### config.mk
export PLATFORM = sky130hd
export DESIGN_NAME = dpq_flash_ctrl
export DESIGN_NICKNAME = d
export VERILOG_FILES = /design/src/rtl/dpq_pkg.sv /design/src/rtl/dpq_seq.sv /design/src/rtl/dpq_lanes.sv /design/src/rtl/dpq_flash_ctrl.sv
export SDC_FILE = /design/constraint.sdc
export NUM_CORES = 1
export LEC_CHECK = 0
export BUFFER_PORTS_ARGS = -buffer_cell sky130_fd_sc_hd__buf_2
export CORE_ASPECT_RATIO = 0.8
export CORE_UTILIZATION = 40
export CTS_CLUSTER_DIAMETER = 100
export CTS_CLUSTER_SIZE = 30
export DETAILED_ROUTE_END_ITERATION = 6
export PLACE_DENSITY = 0.67
export SKIP_CTS_REPAIR_TIMING = 1
export SLEW_MARGIN = 10
export SYNTH_ARGS = -nofsm -noshare
export SYNTH_HDL_FRONTEND = slang
export SYNTH_SLANG_ARGS = --single-unit
### constraint.sdc
create_clock -name clk -period 3.9 [get_ports clk]
set_clock_uncertainty 0.05 [all_clocks]
set_input_delay 0.195 -clock clk [delete_from_list [all_inputs] [get_ports clk]]
set_output_delay 0.195 -clock clk [all_outputs]
set_load 0.005 [all_outputs]
### src/rtl/dpq_pkg.sv
package dpq_pkg;

    localparam int CFG_SEP_BIT = 29;
    localparam int CFG_TWO_BIT = 30;
    localparam int HDR_SLOTS   = 8;

    typedef enum logic [2:0] {
        ST_IDLE,
        ST_CMD,
        ST_ADDR,
        ST_DUMMY,
        ST_DATA,
        ST_END
    } dpq_state_e;

    function automatic logic par_enabled(input logic [31:0] cfg);
        return cfg[CFG_SEP_BIT] & cfg[CFG_TWO_BIT];
    endfunction

endpackage

### src/rtl/dpq_seq.sv
module dpq_seq
    import dpq_pkg::*;
#(
    parameter int LW = 8,
    parameter int DW = 4
) (
    input  logic          clk,
    input  logic          rst,
    input  logic          start_i,
    input  logic          par_i,
    input  logic          wr_i,
    input  logic [7:0]    op_i,
    input  logic [23:0]   dev_addr_i,
    input  logic          odd_addr_i,
    input  logic [LW-1:0] len_i,
    input  logic [DW-1:0] dummy_i,
    output dpq_state_e    state_o,
    output logic [3:0]    hdr_nib_o,
    output logic          slot_end_o,
    output logic          half_o,
    output logic          par_o,
    output logic          wr_o,
    output logic          cs_n_o,
    output logic          sclk_o,
    output logic          busy_o,
    output logic          err_o
);
    localparam int CW = LW + 2;

    dpq_state_e    state, nxt;
    logic          ph;
    logic [CW-1:0] cnt, last;
    logic          par_q, wr_q, err_q;
    logic [7:0]    op_q;
    logic [23:0]   addr_q;
    logic [LW-1:0] len_q;
    logic [DW-1:0] dum_q;

    always_comb begin
        case (state)
            ST_CMD:   last = CW'(1);
            ST_ADDR:  last = CW'(5);
            ST_DUMMY: last = CW'(dum_q) - CW'(1);
            ST_DATA:  last = par_q ? CW'(len_q) - CW'(1) : CW'({len_q, 1'b0}) - CW'(1);
            default:  last = '0;
        endcase
    end

    always_comb begin
        case (state)
            ST_CMD:   nxt = ST_ADDR;
            ST_ADDR:  nxt = (!wr_q && dum_q != '0) ? ST_DUMMY :
                            (len_q != '0) ? ST_DATA : ST_END;
            ST_DUMMY: nxt = (len_q != '0) ? ST_DATA : ST_END;
            default:  nxt = ST_END;
        endcase
    end

    always_ff @(posedge clk) begin
        if (rst) begin
            state  <= ST_IDLE;
            ph     <= 1'b0;
            cnt    <= '0;
            err_q  <= 1'b0;
            par_q  <= 1'b0;
            wr_q   <= 1'b0;
            op_q   <= '0;
            addr_q <= '0;
            len_q  <= '0;
            dum_q  <= '0;
        end else begin
            err_q <= 1'b0;
            case (state)
                ST_IDLE: begin
                    if (start_i) begin
                        if (par_i && (odd_addr_i || len_i[0])) begin
                            err_q <= 1'b1;
                        end else begin
                            par_q  <= par_i;
                            wr_q   <= wr_i;
                            op_q   <= op_i;
                            addr_q <= dev_addr_i;
                            len_q  <= len_i;
                            dum_q  <= dummy_i;
                            state  <= ST_CMD;
                            ph     <= 1'b0;
                            cnt    <= '0;
                        end
                    end
                end
                ST_END: state <= ST_IDLE;
                default: begin
                    ph <= ~ph;
                    if (ph) begin
                        if (cnt == last) begin
                            cnt   <= '0;
                            state <= nxt;
                        end else begin
                            cnt <= cnt + CW'(1);
                        end
                    end
                end
            endcase
        end
    end

    always_comb begin
        hdr_nib_o = '0;
        if (state == ST_CMD) begin
            hdr_nib_o = cnt[0] ? op_q[3:0] : op_q[7:4];
        end else if (state == ST_ADDR) begin
            case (cnt[2:0])
                3'd0:    hdr_nib_o = addr_q[23:20];
                3'd1:    hdr_nib_o = addr_q[19:16];
                3'd2:    hdr_nib_o = addr_q[15:12];
                3'd3:    hdr_nib_o = addr_q[11:8];
                3'd4:    hdr_nib_o = addr_q[7:4];
                default: hdr_nib_o = addr_q[3:0];
            endcase
        end
    end

    assign state_o    = state;
    assign cs_n_o     = !(state inside {ST_CMD, ST_ADDR, ST_DUMMY, ST_DATA});
    assign sclk_o     = ph;
    assign slot_end_o = ph && !cs_n_o;
    assign half_o     = cnt[0];
    assign par_o      = par_q;
    assign wr_o       = wr_q;
    assign busy_o     = state != ST_IDLE;
    assign err_o      = err_q;

    // rejected request leaves the bus idle
    p_reject_idle_r8: assert property (@(posedge clk) disable iff (rst)
        (state == ST_IDLE && start_i && par_i && odd_addr_i) |=> (err_o && cs_n_o));
    // serial clock only inside a frame
    p_sclk_in_frame_r2: assert property (@(posedge clk) disable iff (rst)
        sclk_o |-> !cs_n_o);
    // no dummy phase on writes
    p_no_dummy_write_r12: assert property (@(posedge clk) disable iff (rst)
        (state == ST_DUMMY) |-> !wr_q);
    // mode fixed during a frame
    p_mode_held_r1: assert property (@(posedge clk) disable iff (rst)
        (!cs_n_o && $past(!cs_n_o)) |-> $stable(par_q));
endmodule

### src/rtl/dpq_lanes.sv
module dpq_lanes
    import dpq_pkg::*;
(
    input  logic       clk,
    input  logic       rst,
    input  dpq_state_e state_i,
    input  logic [3:0] hdr_nib_i,
    input  logic       slot_end_i,
    input  logic       half_i,
    input  logic       par_i,
    input  logic       wr_i,
    input  logic [7:0] wr_data_i,
    input  logic [3:0] lo_io_i,
    input  logic [3:0] hi_io_i,
    output logic [3:0] lo_io_o,
    output logic       lo_oe_o,
    output logic [3:0] hi_io_o,
    output logic       hi_oe_o,
    output logic       wr_ack_o,
    output logic [7:0] rd_data_o,
    output logic       rd_valid_o
);
    logic [3:0] even_nib, odd_nib;
    logic [7:0] joined;
    logic [3:0] hold_q;
    logic       hdr, dat;

    for (genvar i = 0; i < 4; i++) begin : g_bit
        assign even_nib[i]     = wr_data_i[2*i];
        assign odd_nib[i]      = wr_data_i[2*i+1];
        assign joined[2*i]     = lo_io_i[i];
        assign joined[2*i+1]   = hi_io_i[i];
    end

    assign hdr = state_i inside {ST_CMD, ST_ADDR};
    assign dat = state_i == ST_DATA;

    always_comb begin
        lo_oe_o = hdr || (dat && wr_i);
        hi_oe_o = par_i && lo_oe_o;
        lo_io_o = '0;
        hi_io_o = '0;
        if (hdr) begin
            lo_io_o = hdr_nib_i;
            hi_io_o = par_i ? hdr_nib_i : 4'h0;
        end else if (dat && wr_i) begin
            if (par_i) begin
                lo_io_o = even_nib;
                hi_io_o = odd_nib;
            end else begin
                lo_io_o = half_i ? wr_data_i[3:0] : wr_data_i[7:4];
            end
        end
    end

    assign wr_ack_o = dat && wr_i && slot_end_i && (par_i || half_i);

    always_ff @(posedge clk) begin
        if (rst) begin
            rd_data_o  <= '0;
            rd_valid_o <= 1'b0;
            hold_q     <= '0;
        end else begin
            rd_valid_o <= 1'b0;
            if (dat && !wr_i && slot_end_i) begin
                if (par_i) begin
                    rd_data_o  <= joined;
                    rd_valid_o <= 1'b1;
                end else if (!half_i) begin
                    hold_q <= lo_io_i;
                end else begin
                    rd_data_o  <= {hold_q, lo_io_i};
                    rd_valid_o <= 1'b1;
                end
            end
        end
    end

    // header nibbles mirrored on both buses in paired mode
    p_hdr_twin_r3: assert property (@(posedge clk) disable iff (rst)
        (hdr && par_i) |-> (lo_io_o == hi_io_o && hi_oe_o));
    // read bytes only in read transfers
    p_rd_dir_r7: assert property (@(posedge clk) disable iff (rst)
        rd_valid_o |-> !wr_i);
    // acknowledges only in write transfers
    p_ack_dir_r5: assert property (@(posedge clk) disable iff (rst)
        wr_ack_o |-> (wr_i && lo_oe_o));
    // buses released while dummy clocks run
    p_dummy_release_r7: assert property (@(posedge clk) disable iff (rst)
        (state_i == ST_DUMMY) |-> (!lo_oe_o && !hi_oe_o));
endmodule

### src/rtl/dpq_flash_ctrl.sv
module dpq_flash_ctrl
    import dpq_pkg::*;
#(
    parameter int AW       = 27,
    parameter int LW       = 8,
    parameter int DW       = 4,
    parameter int DEV_PAGE = 256,
    parameter int DEV_SECT = 4096
) (
    input  logic           clk,
    input  logic           rst,
    input  logic [31:0]    cfg_i,
    input  logic           start_i,
    input  logic           wr_i,
    input  logic [7:0]     op_i,
    input  logic [AW-1:0]  addr_i,
    input  logic [LW-1:0]  len_i,
    input  logic [DW-1:0]  dummy_i,
    input  logic [7:0]     wr_data_i,
    output logic           wr_ack_o,
    output logic [7:0]     rd_data_o,
    output logic           rd_valid_o,
    output logic           busy_o,
    output logic           err_o,
    output logic [AW-25:0] bank_o,
    output logic [31:0]    page_o,
    output logic [31:0]    sect_o,
    output logic           sclk_o,
    output logic           lo_cs_n_o,
    output logic           hi_cs_n_o,
    output logic [3:0]     lo_io_o,
    output logic           lo_oe_o,
    input  logic [3:0]     lo_io_i,
    output logic [3:0]     hi_io_o,
    output logic           hi_oe_o,
    input  logic [3:0]     hi_io_i
);
    localparam int BW = AW - 24;

    logic        par_now, par_q, wr_q, slot_end, half, cs_n;
    logic [23:0] dev_addr;
    logic [3:0]  hdr_nib;
    dpq_state_e  state;

    assign par_now  = par_enabled(cfg_i);
    assign dev_addr = par_now ? addr_i[24:1] : addr_i[23:0];
    assign bank_o   = par_now ? BW'(addr_i[AW-1:25]) : addr_i[AW-1:24];
    assign page_o   = 32'(DEV_PAGE) << par_now;
    assign sect_o   = 32'(DEV_SECT) << par_now;

    dpq_seq #(.LW(LW), .DW(DW)) u_seq (
        .clk        (clk),
        .rst        (rst),
        .start_i    (start_i),
        .par_i      (par_now),
        .wr_i       (wr_i),
        .op_i       (op_i),
        .dev_addr_i (dev_addr),
        .odd_addr_i (addr_i[0]),
        .len_i      (len_i),
        .dummy_i    (dummy_i),
        .state_o    (state),
        .hdr_nib_o  (hdr_nib),
        .slot_end_o (slot_end),
        .half_o     (half),
        .par_o      (par_q),
        .wr_o       (wr_q),
        .cs_n_o     (cs_n),
        .sclk_o     (sclk_o),
        .busy_o     (busy_o),
        .err_o      (err_o)
    );

    dpq_lanes u_lanes (
        .clk        (clk),
        .rst        (rst),
        .state_i    (state),
        .hdr_nib_i  (hdr_nib),
        .slot_end_i (slot_end),
        .half_i     (half),
        .par_i      (par_q),
        .wr_i       (wr_q),
        .wr_data_i  (wr_data_i),
        .lo_io_i    (lo_io_i),
        .hi_io_i    (hi_io_i),
        .lo_io_o    (lo_io_o),
        .lo_oe_o    (lo_oe_o),
        .hi_io_o    (hi_io_o),
        .hi_oe_o    (hi_oe_o),
        .wr_ack_o   (wr_ack_o),
        .rd_data_o  (rd_data_o),
        .rd_valid_o (rd_valid_o)
    );

    assign lo_cs_n_o = cs_n;
    assign hi_cs_n_o = cs_n | ~par_q;

    // paired selects move together
    p_cs_pair_r2: assert property (@(posedge clk) disable iff (rst)
        par_q |-> (hi_cs_n_o == lo_cs_n_o));
    // upper device untouched in single mode
    p_hi_off_single_r1: assert property (@(posedge clk) disable iff (rst)
        !par_q |-> (hi_cs_n_o && !hi_oe_o));
endmodule

==> results, run 1 <==
- The run finished with clean final reports.
- CTS built an H-tree with a depth of 3.
- The CTS tree is yes.
- Global routing used 19.7% of the available tracks.
- The average wire per cell in the routed design is 13.7 um.
- In this run, distinct cell masters in the synthesized netlist total 57.
- The number of sinks on the clock net is 74.
- The static leakage is 2.28 nW.
- Once layout is complete, the utilization of the core stands at 48.1%.
- The count of nets left with antenna violations once routing finished came out at 0.
- In this run the tool buffered the top-level ports with 100 buffer cells.
- The data required time at the worst endpoint is 4.10 ns.
- Entering global routing, the biggest net connects 49 pins.
- The net count of the finished layout is 808.
- The total power of the final layout is 2.95 mW.
- In this run the count of I/O pins placed on the die edge is 191.
- The initial utilization of the core area, before any placement, comes to 42.0%.
- Setup repair after global routing left no endpoint under its margin.
- The vertical extent of the die is 98.6 um.
- Yosys attributes the largest share of cell area to dfxtp_1 32%, buf_4 10%, nand2_1 8.8%.
- The remaining global-route overflow is 0.
- The die covers 0.0121 mm^2.
- Subtracting the final worst setup slack from the clock period gives 3.14 ns.
- In the final layout, the share of cells above drive strength 1 is 19.9%.
- The setup TNS after final layout is 0 ns.
- The cell area that synthesis handed to floorplanning was 0.00467 mm^2.
- The arrival time reported for the critical path endpoint is 3.34 ns.
- Detailed placement finished with a half-perimeter wire length of 8.68 mm.
- Summed over all nets, wire length on met2 after detailed routing comes to 5.22 mm.
- The synthesized design contains 0 enable-type register cells.
- The cell row count is 34.
- The class of the tightest hold or removal check is in -> reg.
- The number of synthesized register bits is 74.
- The congestion estimate from routability-driven global placement came to 0.872.
- The number of antenna diodes in the final layout is 0.
- The worst setup path is of the reg -> reg kind.
- The detailed-route via count is 4473.
- The per-cell via count in the routed design is 5.27.
- During synthesis, Yosys emitted a total of 0 warnings.
- For this run, the detailed router's first-pass iteration total came to 4.
- The root buffer cell is clkbuf_16.
- The routed length on met3 is 661 um.
- The cell with the most instances after synthesis is nand2_1.
- The leading area contributor after synthesis is dfxtp_1.
- The transition time of the tightest slew-check pin is 0.847 ns.
- Measured along the x axis, the die boundary spans 123 um.
- The iteration-0 DRC count of the detailed router is 280.
- Hold is met by 0.0451 ns.
- Dividing the synthesized area by the synthesized cell count gives 7.50 um^2.
- The worst-case IR drop observed on VDD is 0.348 mV.
- OpenSTA, run right after detailed placement, puts the worst setup slack at 0.803 ns.
- The number of antenna violations at the first check in global routing is 0.
- The routed metal-1 wirelength is 5.61 mm.
- The number of hold violations in the final report came to 0.
- The highest metal layer with signal wires is met4.
- The final count of pins violating max slew came to 0.
- The worst pin sits at a relative slew slack of 43.6%.
- The tool flagged a number of max-cap violations equal to 0.
- The later-pin clock latency in the skew report is 0.34 ns.
- In the synthesized netlist the async set-or-reset flop fraction comes to 0%.
- After clock tree synthesis, the clock-pin slew on the worst setup and hold paths is 0.06 ns.
- The final critical-path share of the clock period is 80.6%.
- After synthesis, flip-flops and latches occupy 31.8% of the total area.
- For this run, the top clock speed supported by timing is 318 MHz.
- The number of global-route vias before repair is 3878.
- The routed wire length is 11.6 mm.
- Summed over its instances, the top area cell type makes up 31.8% of the synthesized netlist area.
- Setup violations remaining at the end of the flow were counted as 0.
- The post-detailed-route DRC marker count is 0.
- The maximum buffer depth of the clock tree is 2.
- Power spread over the standard cell area amounts to 552 mW/mm^2.
- Along the worst path, the maximum fanout reaches 10.
- The global-route wire length before repair is 19.0 mm.
- The floorplan step defined a core boundary enclosing 0.0111 mm^2.
- The cell count after synthesis is 622.
- Clock tree synthesis inserted a total of 9 buffers.
- The layout overhead on the synthesized area is 14.5%.
- The most frequently used flop master after synthesis is dfxtp_1.
- In the post-route analysis, the smallest setup slack over all paths is 0.758 ns.
- The setup slack of the most critical reg-to-reg path is 0.76 ns.
- STA classifies the critical path startpoint as a register.
- Ranked by instance count, the synthesized netlist is headed by 109 x nand2_1, 74 x dfxtp_1, 66 x nor2_1, 63 x buf_4, 44 x a21oi_1.
- STA classifies the critical path endpoint as a register.
-- state kept, by name (all words and copies together) (netlist names), 3 cells and up --
register / cells
u_seq.len_q: 8
u_seq.state_o: 3
u_seq.dum_q: 4
u_lanes.hold_q: 4
u_seq.cnt: 10
u_seq.addr_q: 24
u_lanes.rd_data_o: 8
u_seq.op_q: 8
-- final timing paths --
kind / startpoint / end / cells past startpoint
min reg2reg: u_seq.op_q[2]$_SDFFE_PP0P_ / u_seq.op_q[2]$_SDFFE_PP0P_ / 2
min: dummy_i[2] / u_seq.dum_q[2]$_SDFFE_PP0P_ / 3
max reg2reg: u_seq.len_q[1]$_SDFFE_PP0P_ / u_seq.state_o[1]$_SDFFE_PP0P_ / 10
max: u_seq.len_q[1]$_SDFFE_PP0P_ / u_seq.state_o[1]$_SDFFE_PP0P_ / 10
-- worst max-delay path, stage by stage (launching register included) --
cell      delay [ns]
dfxtp_1         0.34
inv_1           0.11
ha_1            0.22
or3b_1          0.39
o31ai_1         0.28
a21oi_1         0.13
or4_1           0.48
a22oi_1         0.19
nand4_2         0.28
or2_1           0.33
a211oi_1        0.25
-- power by group --
part	total [mW]	switching (mW)	internal [mW]
Sequential	1.03	0.146	0.883
Combinational	1.07	0.655	0.420
Clock	0.847	0.343	0.503
Total	2.95	1.14	1.81
-- layout make-up --
cell class,count,area (um^2)
clock buffers,10,229
multi-input cells,491,2740
flip-flops and latches,74,1480
fillers,1124,5760
well taps,144,180
clock inverters,6,73.8
repair buffers,110,588
inverters,14,52.6
-- logic make-up (layout without fill, tap and decap cells) --
kind of cell             count (synthesis)  count (layout)  synth area share [%]
AND/OR/NAND/NOR                        243             243                  23.3
AO/OA/AOI/OAI                          140             140                  19.8
buffers and inverters                  116             140                  14.5
flip-flops                              74              74                  31.8
multiplexers                            28              28                  6.22
XOR/XNOR                                11              11                  2.07
adder cells (fa/ha/maj)                  9               9                  2.41
other                                    1              60                0.0804
-- metrics by stage --
step | area [um^2] | instances
global placement | 5040 | 833
global route | 5340 | 849
CTS | 5340 | 849
finish | 5340 | 849
detailed placement | 5040 | 833
floorplan | 4890 | 681
-- cell usage in the layout, fill, tap and decap left out, types with 4 or more instances in the layout --
| cell type | count |
|---|---|
| nand4_1 | 4 |
| nor4_1 | 5 |
| a21oi_1 | 44 |
| a211oi_1 | 10 |
| mux2i_1 | 20 |
| nand2_1 | 109 |
| dfxtp_1 | 74 |
| buf_4 | 9 |
| buf_2 | 100 |
| or4_1 | 5 |
| clkbuf_16 | 9 |
| a31oi_1 | 8 |
| and3_1 | 4 |
| a311oi_1 | 25 |
| conb_1 | 60 |
| ha_1 | 9 |
| nor2_1 | 66 |
| nor3_1 | 10 |
| a22oi_1 | 4 |
| o21ai_0 | 23 |
| xnor2_1 | 8 |
| or3_1 | 4 |
| mux2_2 | 8 |
| nand3_1 | 18 |
| inv_1 | 11 |
-- layer usage --
| metal | global-route usage (%) | up-vias |
|---|---|---|
| li1 | - | 2223 |
| met1 | 27.5 | 2093 |
| met2 | 30.0 | 144 |
| met3 | 4.46 | 13 |
| met4 | 6.00 | 0 |
| met5 | 0 | - |
(Power assumes the default switching activity.)
==> run 2, diff against run 1 <==
--- a/config.mk
+++ b/config.mk
@@ -11,7 +11,7 @@
 export CTS_CLUSTER_DIAMETER = 100
 export CTS_CLUSTER_SIZE = 30
 export DETAILED_ROUTE_END_ITERATION = 6
-export PLACE_DENSITY = 0.67
+export PLACE_DENSITY = 0.7
 export SKIP_CTS_REPAIR_TIMING = 1
 export SLEW_MARGIN = 10
 export SYNTH_ARGS = -nofsm -noshare
==> constraint.sdc (replaced) <==
create_clock -name clk -period 2.8 [get_ports clk]
set_clock_uncertainty 0.05 [all_clocks]
set_input_delay 0.14 -clock clk [delete_from_list [all_inputs] [get_ports clk]]
set_output_delay 0.14 -clock clk [all_outputs]
set_load 0.005 [all_outputs]
==> results, run 2 (synthesized netlist as in run 1, its figures left out) <==
- The run finished, with violations left.
- The checks that failed: hold timing.
- The detailed-route via count is 4628.
- The tightest hold path in the finished design has a slack of -0.0102 ns.
- Across the whole layout, storage elements account for 0.00149 mm^2.
- In the final layout, the registers with the most flip-flops are u_seq.addr_q (24), u_seq.cnt (10).
- After floorplanning, the core was sized to cover 0.0111 mm^2.
- The die outline area is 0.0121 mm^2.
- The count of antenna diodes in the layout is 0.
- The cell row count is 34.
- The worst reg2reg path startpoint is u_seq.len_q[0]$_SDFFE_PP0P_.
- In this run the most critical hold path is launched from len_i[5].
- The worst slack at placement is -0.156 ns.
- The total power of the final layout is 4.39 mW.
- The placed standard-cell area is 0.00520 mm^2.
- The arrival time reported for the critical path endpoint is 3.00 ns.
- In this run the count of I/O pins placed on the die edge is 191.
- The final count of pins violating max slew is 0.
- The register with the most flip-flops in the layout has 24 of them.
- After detailed routing, the average wire length per cell comes to 14.3 um.
- For hold timing, the worst endpoint is u_seq.len_q[5]$_SDFFE_PP0P_.
- The final critical-path share of the clock period is 100%.
- The setup path with the least slack is of type reg -> reg.
- The initial utilization of the core area, before any placement, comes to 42.0%.
- Clock tree synthesis found a total of 74 sinks.
- The highest ir drop seen on vdd is 0.368 mV.
- Setup slack closes at 0.00108 ns.
- The fmax is 357 MHz.
- The number of nets in the finished design is 832.
- STA classifies the critical path endpoint as a register.
- Cells with a size suffix above 1 make up 25.9% of the layout.
- The number of inserted filler cells in the final layout is 1093.
- The tightest min-delay check is of the in -> reg type.
- For the pin with the worst max-slew slack, the measured transition is 0.771 ns.
- The core utilization of the finished layout is 50.9%.
- The first global-routing pass estimated 19.9 mm of wire.
- The startpoint type of the worst setup path is a register.
- TritonCTS built the clock tree.
- The number of global-route vias before repair is 4223.
- Summing all multi-input logic gate instances after layout gives 0.00286 mm^2.
- The layout overhead on the synthesized area is 21.1%.
- The per-cell via count in the routed design is 5.30.
- After clock tree synthesis, the clock-pin slew on the worst setup and hold paths is 0.06 ns.
- The number of cell instances on the worst register-to-register path is 10.
- Routability-driven placement finished with a final weighted congestion of 0.941.
- The maximum fanout encountered on the critical timing path is 5.
- Leaving out fill and tap cells, the most frequent cell in the layout is nand2_1.
- After routing the design area is 0.00565 mm^2.
- The setup slack of the most critical reg-to-reg path is 0.001 ns.
- Setup violations remaining at the end of the flow were counted as 0.
- The later-pin clock latency in the skew report is 0.34 ns.
- The max capacitance violation total is 0.
- The static leakage is 2.41 nW.
- The ratio of total power to cell area is 777 mW/mm^2.
- The number of CTS-inserted buffers is 9.
- The remaining number of nets flagged by the antenna check after routing is 0.
- Global routing finished with a remaining overflow of 0.
- The number of port buffers is 100.
- The number of antenna violations at the first check in global routing was 0.
- The register with the most flip-flops in the final layout is u_seq.addr_q.
- The CTS H-tree depth is 3.
- The length of the first detailed-routing pass in iterations is 5.
- The data required time at the worst endpoint is 3.01 ns.
- The post-detailed-route DRC marker count is 0.
- The routed wire length is 12.5 mm.
- The final period demand of the worst path is 2.80 ns.
- For this run, the total global-route usage over all layers was measured as 20.7%.
- The top cell types in the final layout, fill and taps aside, are 108 x nand2_1, 100 x buf_2, 70 x dfxtp_1.
- The number of hold violations in the final report was 10.
- In this run the vertical extent of the chip is 98.6 um.
- The tree is rooted in a clkbuf_16.
- Measured against its own limit, the worst slew margin works out to 48.6%.
- Entering global routing, the biggest net connects 40 pins.
- The endpoint identified for the worst register-to-register timing path is u_seq.state_o[0]$_SDFFE_PP0P_.
- The maximum buffer depth of the clock tree is 2.
- Setup repair after global routing could not meet its margin everywhere.
- The iteration-0 DRC count of the detailed router is 287.
- The die is 123 um wide.
- The number of cells on the worst hold path is 3.
- Summed over all nets, the half-perimeter wirelength after detailed placement is 9.22 mm.
[run 2: cell count changes in the layout (fill, tap and decap cells not counted), moves of 3 or more]
cell     previous run  this run
buf_4               9        32
dfxtp_1            74        70
dfxtp_2             0         3
a21oi_1            44        41
a21oi_2             0         3
[run 2: worst max path at each step]
stage / slack, ns / endpoint / from
5_1_grt: -0.12 / u_seq.state_o[0]$_SDFFE_PP0P_ / u_seq.len_q[0]$_SDFFE_PP0P_
3_3_place_gp: -0.03 / u_seq.cnt[9]$_SDFFE_PP0P_ / u_seq.len_q[0]$_SDFFE_PP0P_
3_5_place_dp: -0.16 / u_seq.cnt[5]$_SDFFE_PP0P_ / u_seq.len_q[0]$_SDFFE_PP0P_
2_1_floorplan: 0.06 / u_seq.cnt[1]$_SDFFE_PP0P_ / u_seq.len_q[0]$_SDFFE_PP0P_
6_report: 0.001 / u_seq.state_o[0]$_SDFFE_PP0P_ / u_seq.len_q[0]$_SDFFE_PP0P_
4_1_cts: -0.18 / u_seq.cnt[7]$_SDFFE_PP0P_ / u_seq.len_q[0]$_SDFFE_PP0P_
[run 2: layer usage]
metal,part of all wire [%],global-route usage (%)
met1,46,27.4
met2,46,32.9
met3,5.8,4.75
met4,1.9,6.94
met5,0,0
[run 2: stage by stage]
| stage | TNS (ns) | cells |
|---|---|---|
| 2_1_floorplan | 0 | 681 |
| 3_3_place_gp | -0.206 | 856 |
| 3_5_place_dp | -1.58 | 856 |
| 4_1_cts | -1.83 | 872 |
| 5_1_grt | -0.516 | 873 |
| 6_report | 0 | 873 |
[run 2: final cells by class]
cell class	instances	area share, %
Multi-Input combinational cell	491	50.6
Sequential cell	74	26.4
Timing Repair Buffer	134	13.5
Clock buffer	10	4.05
Tap cell	144	3.19
Clock inverter	6	1.33
Inverter	14	0.974
[run 2: report_power, final]
part | switching (mW) | internal, mW
clock network | 0.481 | 0.703
registers | 0.169 | 1.23
logic | 1.06 | 0.745
total | 1.71 | 2.68
[run 2: critical path, stage by stage, from the launching register on]
cell and delay, ns:
dfxtp_4 0.36, inv_4 0.07, ha_4 0.12, or3b_4 0.38
o31ai_4 0.28, a21oi_2 0.11, or4_4 0.49, a22oi_2 0.19
nand4_4 0.17, or2_4 0.29, a221oi_2 0.21
==> run 3, diff against run 2 <==
--- a/config.mk
+++ b/config.mk
@@ -7,11 +7,11 @@
 export LEC_CHECK = 0
 export BUFFER_PORTS_ARGS = -buffer_cell sky130_fd_sc_hd__buf_2
 export CORE_ASPECT_RATIO = 0.8
-export CORE_UTILIZATION = 40
+export CORE_UTILIZATION = 44
 export CTS_CLUSTER_DIAMETER = 100
 export CTS_CLUSTER_SIZE = 30
 export DETAILED_ROUTE_END_ITERATION = 6
-export PLACE_DENSITY = 0.7
+export PLACE_DENSITY = 0.76
 export SKIP_CTS_REPAIR_TIMING = 1
 export SLEW_MARGIN = 10
 export SYNTH_ARGS = -nofsm -noshare
==> results, run 3 (synthesized netlist as in run 1, its figures left out) <==
- The run finished, with violations left.
- The final reports fail on hold timing.
- At the end of routability-driven placement, the weighted congestion stood at 0.888.
- After layout, the worst path uses 98.0% of the clock period.
- On the worst path, the slowest cell contributes a delay of 0.48 ns.
- The cell type of the slowest stage on the worst timing path is or4_4.
- The placed standard-cell area is 0.00518 mm^2.
- Clock-pin slew was measured on the worst setup and hold paths at 0.06 ns.
- The startpoint type of the worst setup path is a register.
- The starting density of the core is 45.4%.
- The global-route track usage on met2 is 34.4%.
- The critical path is of the reg -> reg type.
- The final layout contains routed wiring with a total length of 12.3 mm.
- Across the run, the number of max-cap violations was 0.
- Setup slack on the worst reg-to-reg path comes out at 0.06 ns.
- 191 I/O pins were placed.
- For this run, the detailed router's first-pass iteration total came to 5.
- Derived from the worst setup path, the maximum achievable clock frequency is 365 MHz.
- The most frequent standard cell in the layout excluding fill and tap cells is nand2_1.
- In this run the static leakage power is 2.44 nW.
- From bottom edge to top edge, the die measures 94.1 um.
- In the final layout, the share of cells above drive strength 1 is 26.5%.
- The placeable core region is 0.0103 mm^2.
- The number of nets in the finished design is 836.
- The count of antenna diodes in the layout is 0.
- After filler insertion, the fill cell instance count of the layout stands at 944.
- The register ranked first by flip-flop count is u_seq.addr_q.
- The relative contribution of the clock network to total power is 27.1%.
- The detailed-route via count is 4635.
- Row generation in the floorplan step produced 33 rows.
- The die covers 0.0110 mm^2.
- The remaining global-route overflow is 0.
- The internal power of the cells totals 2.72 mW.
- In the final routed layout, each cell accounts on average for 14.1 um.
- The post-detailed-route DRC marker count is 0.
- The kind of capture point of the worst setup path is a register.
- The CTS H-tree depth is 3.
- The root buffer cell is clkbuf_16.
- The setup-violating endpoint count in the final report is 0.
- The transition time of the tightest slew-check pin is 0.895 ns.
- In this run the most used layer during global routing was met2.
- The number of hold violations in the final report is 2.
- In this run the horizontal extent of the chip is 117 um.
- For met1 alone, demand over resource in global routing was 30.5%.
- No sink is reached through more buffers than the 2 on the longest clock path.
- The data required time at the worst endpoint is 2.97 ns.
- The count of nets left with antenna violations once routing finished came out at 0.
- The worst-case IR drop observed on VDD is 0.363 mV.
- The number of flip-flops in the largest register is 24.
- The worst path setup slack after routing is 0.0571 ns.
- OpenSTA, run right after detailed placement, puts the worst setup slack at -0.102 ns.
- The per-cell via count in the routed design is 5.31.
- Counting every sink on the clock net gives 74.
- The maximum fanout encountered on the critical timing path is 11.
- The design draws 4.44 mW.
- The global-route wire length before repair is 19.0 mm.
- The critical path goes through inv_2 > ha_4 > or3b_4 > o31ai_4 > a21oi_2 > or4_4 > a22oi_2 > nand4_4 > buf_6 > a31oi_1 > mux2i_1.
- The smallest hold slack is -0.00742 ns.
- Setup repair after global routing could not meet its margin everywhere.
- The number of antenna violations at the first check in global routing is 0.
- After legalization and detailed placement, the total HPWL measured 8.76 mm.
- TritonCTS built the clock tree.
- The later-pin clock latency in the skew report is 0.34 ns.
- The class of the tightest hold or removal check is in -> reg.
- The number of port buffers is 100.
- The cell area after layout is 0.00572 mm^2.
- The detailed router finished its first iteration with 463 violations.
- The number of CTS-inserted buffers is 9.
- The layout overhead on the synthesized area is 22.7%.
- The global routing usage summed across all routing layers is 22.0%.
- Entering global routing, the biggest net connects 70 pins.
- The share of total power in combinational logic is 41.4%.
- The largest registers in the layout are u_seq.addr_q (24), u_seq.cnt (10).
- The worst slew slack as a fraction of its limit is 40.3%.
- The setup TNS after final layout is 0 ns.
- The global-route track usage on met3 is 4.90%.
- The final period demand of the worst path is 2.74 ns.
- The switching portion of total power is 38.8%.
- The arrival time reported for the critical path endpoint is 2.91 ns.
- Leaving out fill and tap cells, the most frequent cells in the layout are 108 x nand2_1, 100 x buf_2, 71 x dfxtp_1.
- The final count of pins violating max slew is 0.
- Summed over all nets, the switching power comes to 1.72 mW.
- The number of global-route vias before repair is 3908.
- Dividing total power by cell area gives a power density of 776 mW/mm^2.
- In this run, flip-flops and latches consume 31.5% of the power.
[run 3: per-stage QoR]
step,utilization (%),instances
5_1_grt,55.7,873
3_5_place_dp,50.4,848
3_3_place_gp,50.4,848
2_1_floorplan,-,681
6_report,55.7,873
4_1_cts,53.4,864
[run 3: cell type report]
| class | count | area (um^2) | area share (%) |
|---|---|---|---|
| Multi-Input combinational cell | 491 | 2880 | 50.4 |
| Sequential cell | 74 | 1490 | 25.9 |
| Timing Repair Buffer | 138 | 817 | 14.3 |
| Clock inverter | 6 | 72.6 | 1.27 |
| Inverter | 14 | 52.6 | 0.918 |
| Clock buffer | 10 | 239 | 4.17 |
| Tap cell | 140 | 175 | 3.06 |
[run 3: worst paths after layout]
path / cells after the start / start / end
setup / recovery: 11 / u_seq.len_q[1]$_SDFFE_PP0P_ / u_seq.cnt[7]$_SDFFE_PP0P_
setup reg to reg: 11 / u_seq.len_q[1]$_SDFFE_PP0P_ / u_seq.cnt[7]$_SDFFE_PP0P_
hold / removal: 3 / len_i[3] / u_seq.len_q[3]$_SDFFE_PP0P_
hold reg to reg: 2 / u_seq.op_q[0]$_SDFFE_PP0P_ / u_seq.op_q[0]$_SDFFE_PP0P_
[run 3: power by group through the flow]
stage | combinational, mW | clock [mW] | sequential [mW]
2_1_floorplan | 1.21 | 0 | 1.34
4_1_cts | 1.62 | 1.22 | 1.38
5_1_grt | 2.03 | 1.27 | 1.42
3_5_place_dp | 1.61 | 0 | 1.40
3_3_place_gp | 1.56 | 0 | 1.40
6_report | 1.84 | 1.20 | 1.40
[run 3: critical path, delay by kind of cell (launching register included)]
| kind | cells | cell delay, ns |
|---|---|---|
| AND/OR/NAND/NOR | 3 | 1.03 |
| AO/OA/AOI/OAI | 4 | 0.74 |
| flip-flops | 1 | 0.32 |
| multiplexers | 1 | 0.09 |
| adder cells (fa/ha/maj) | 1 | 0.13 |
| buffers and inverters | 2 | 0.26 |
[run 3: metal layers]
| layer | wire length, um | up-vias |
|---|---|---|
| li1 | - | 2287 |
| met1 | 5610 | 2153 |
| met2 | 5730 | 179 |
| met3 | 807 | 16 |
| met4 | 142 | 0 |
| met5 | 0 | - |
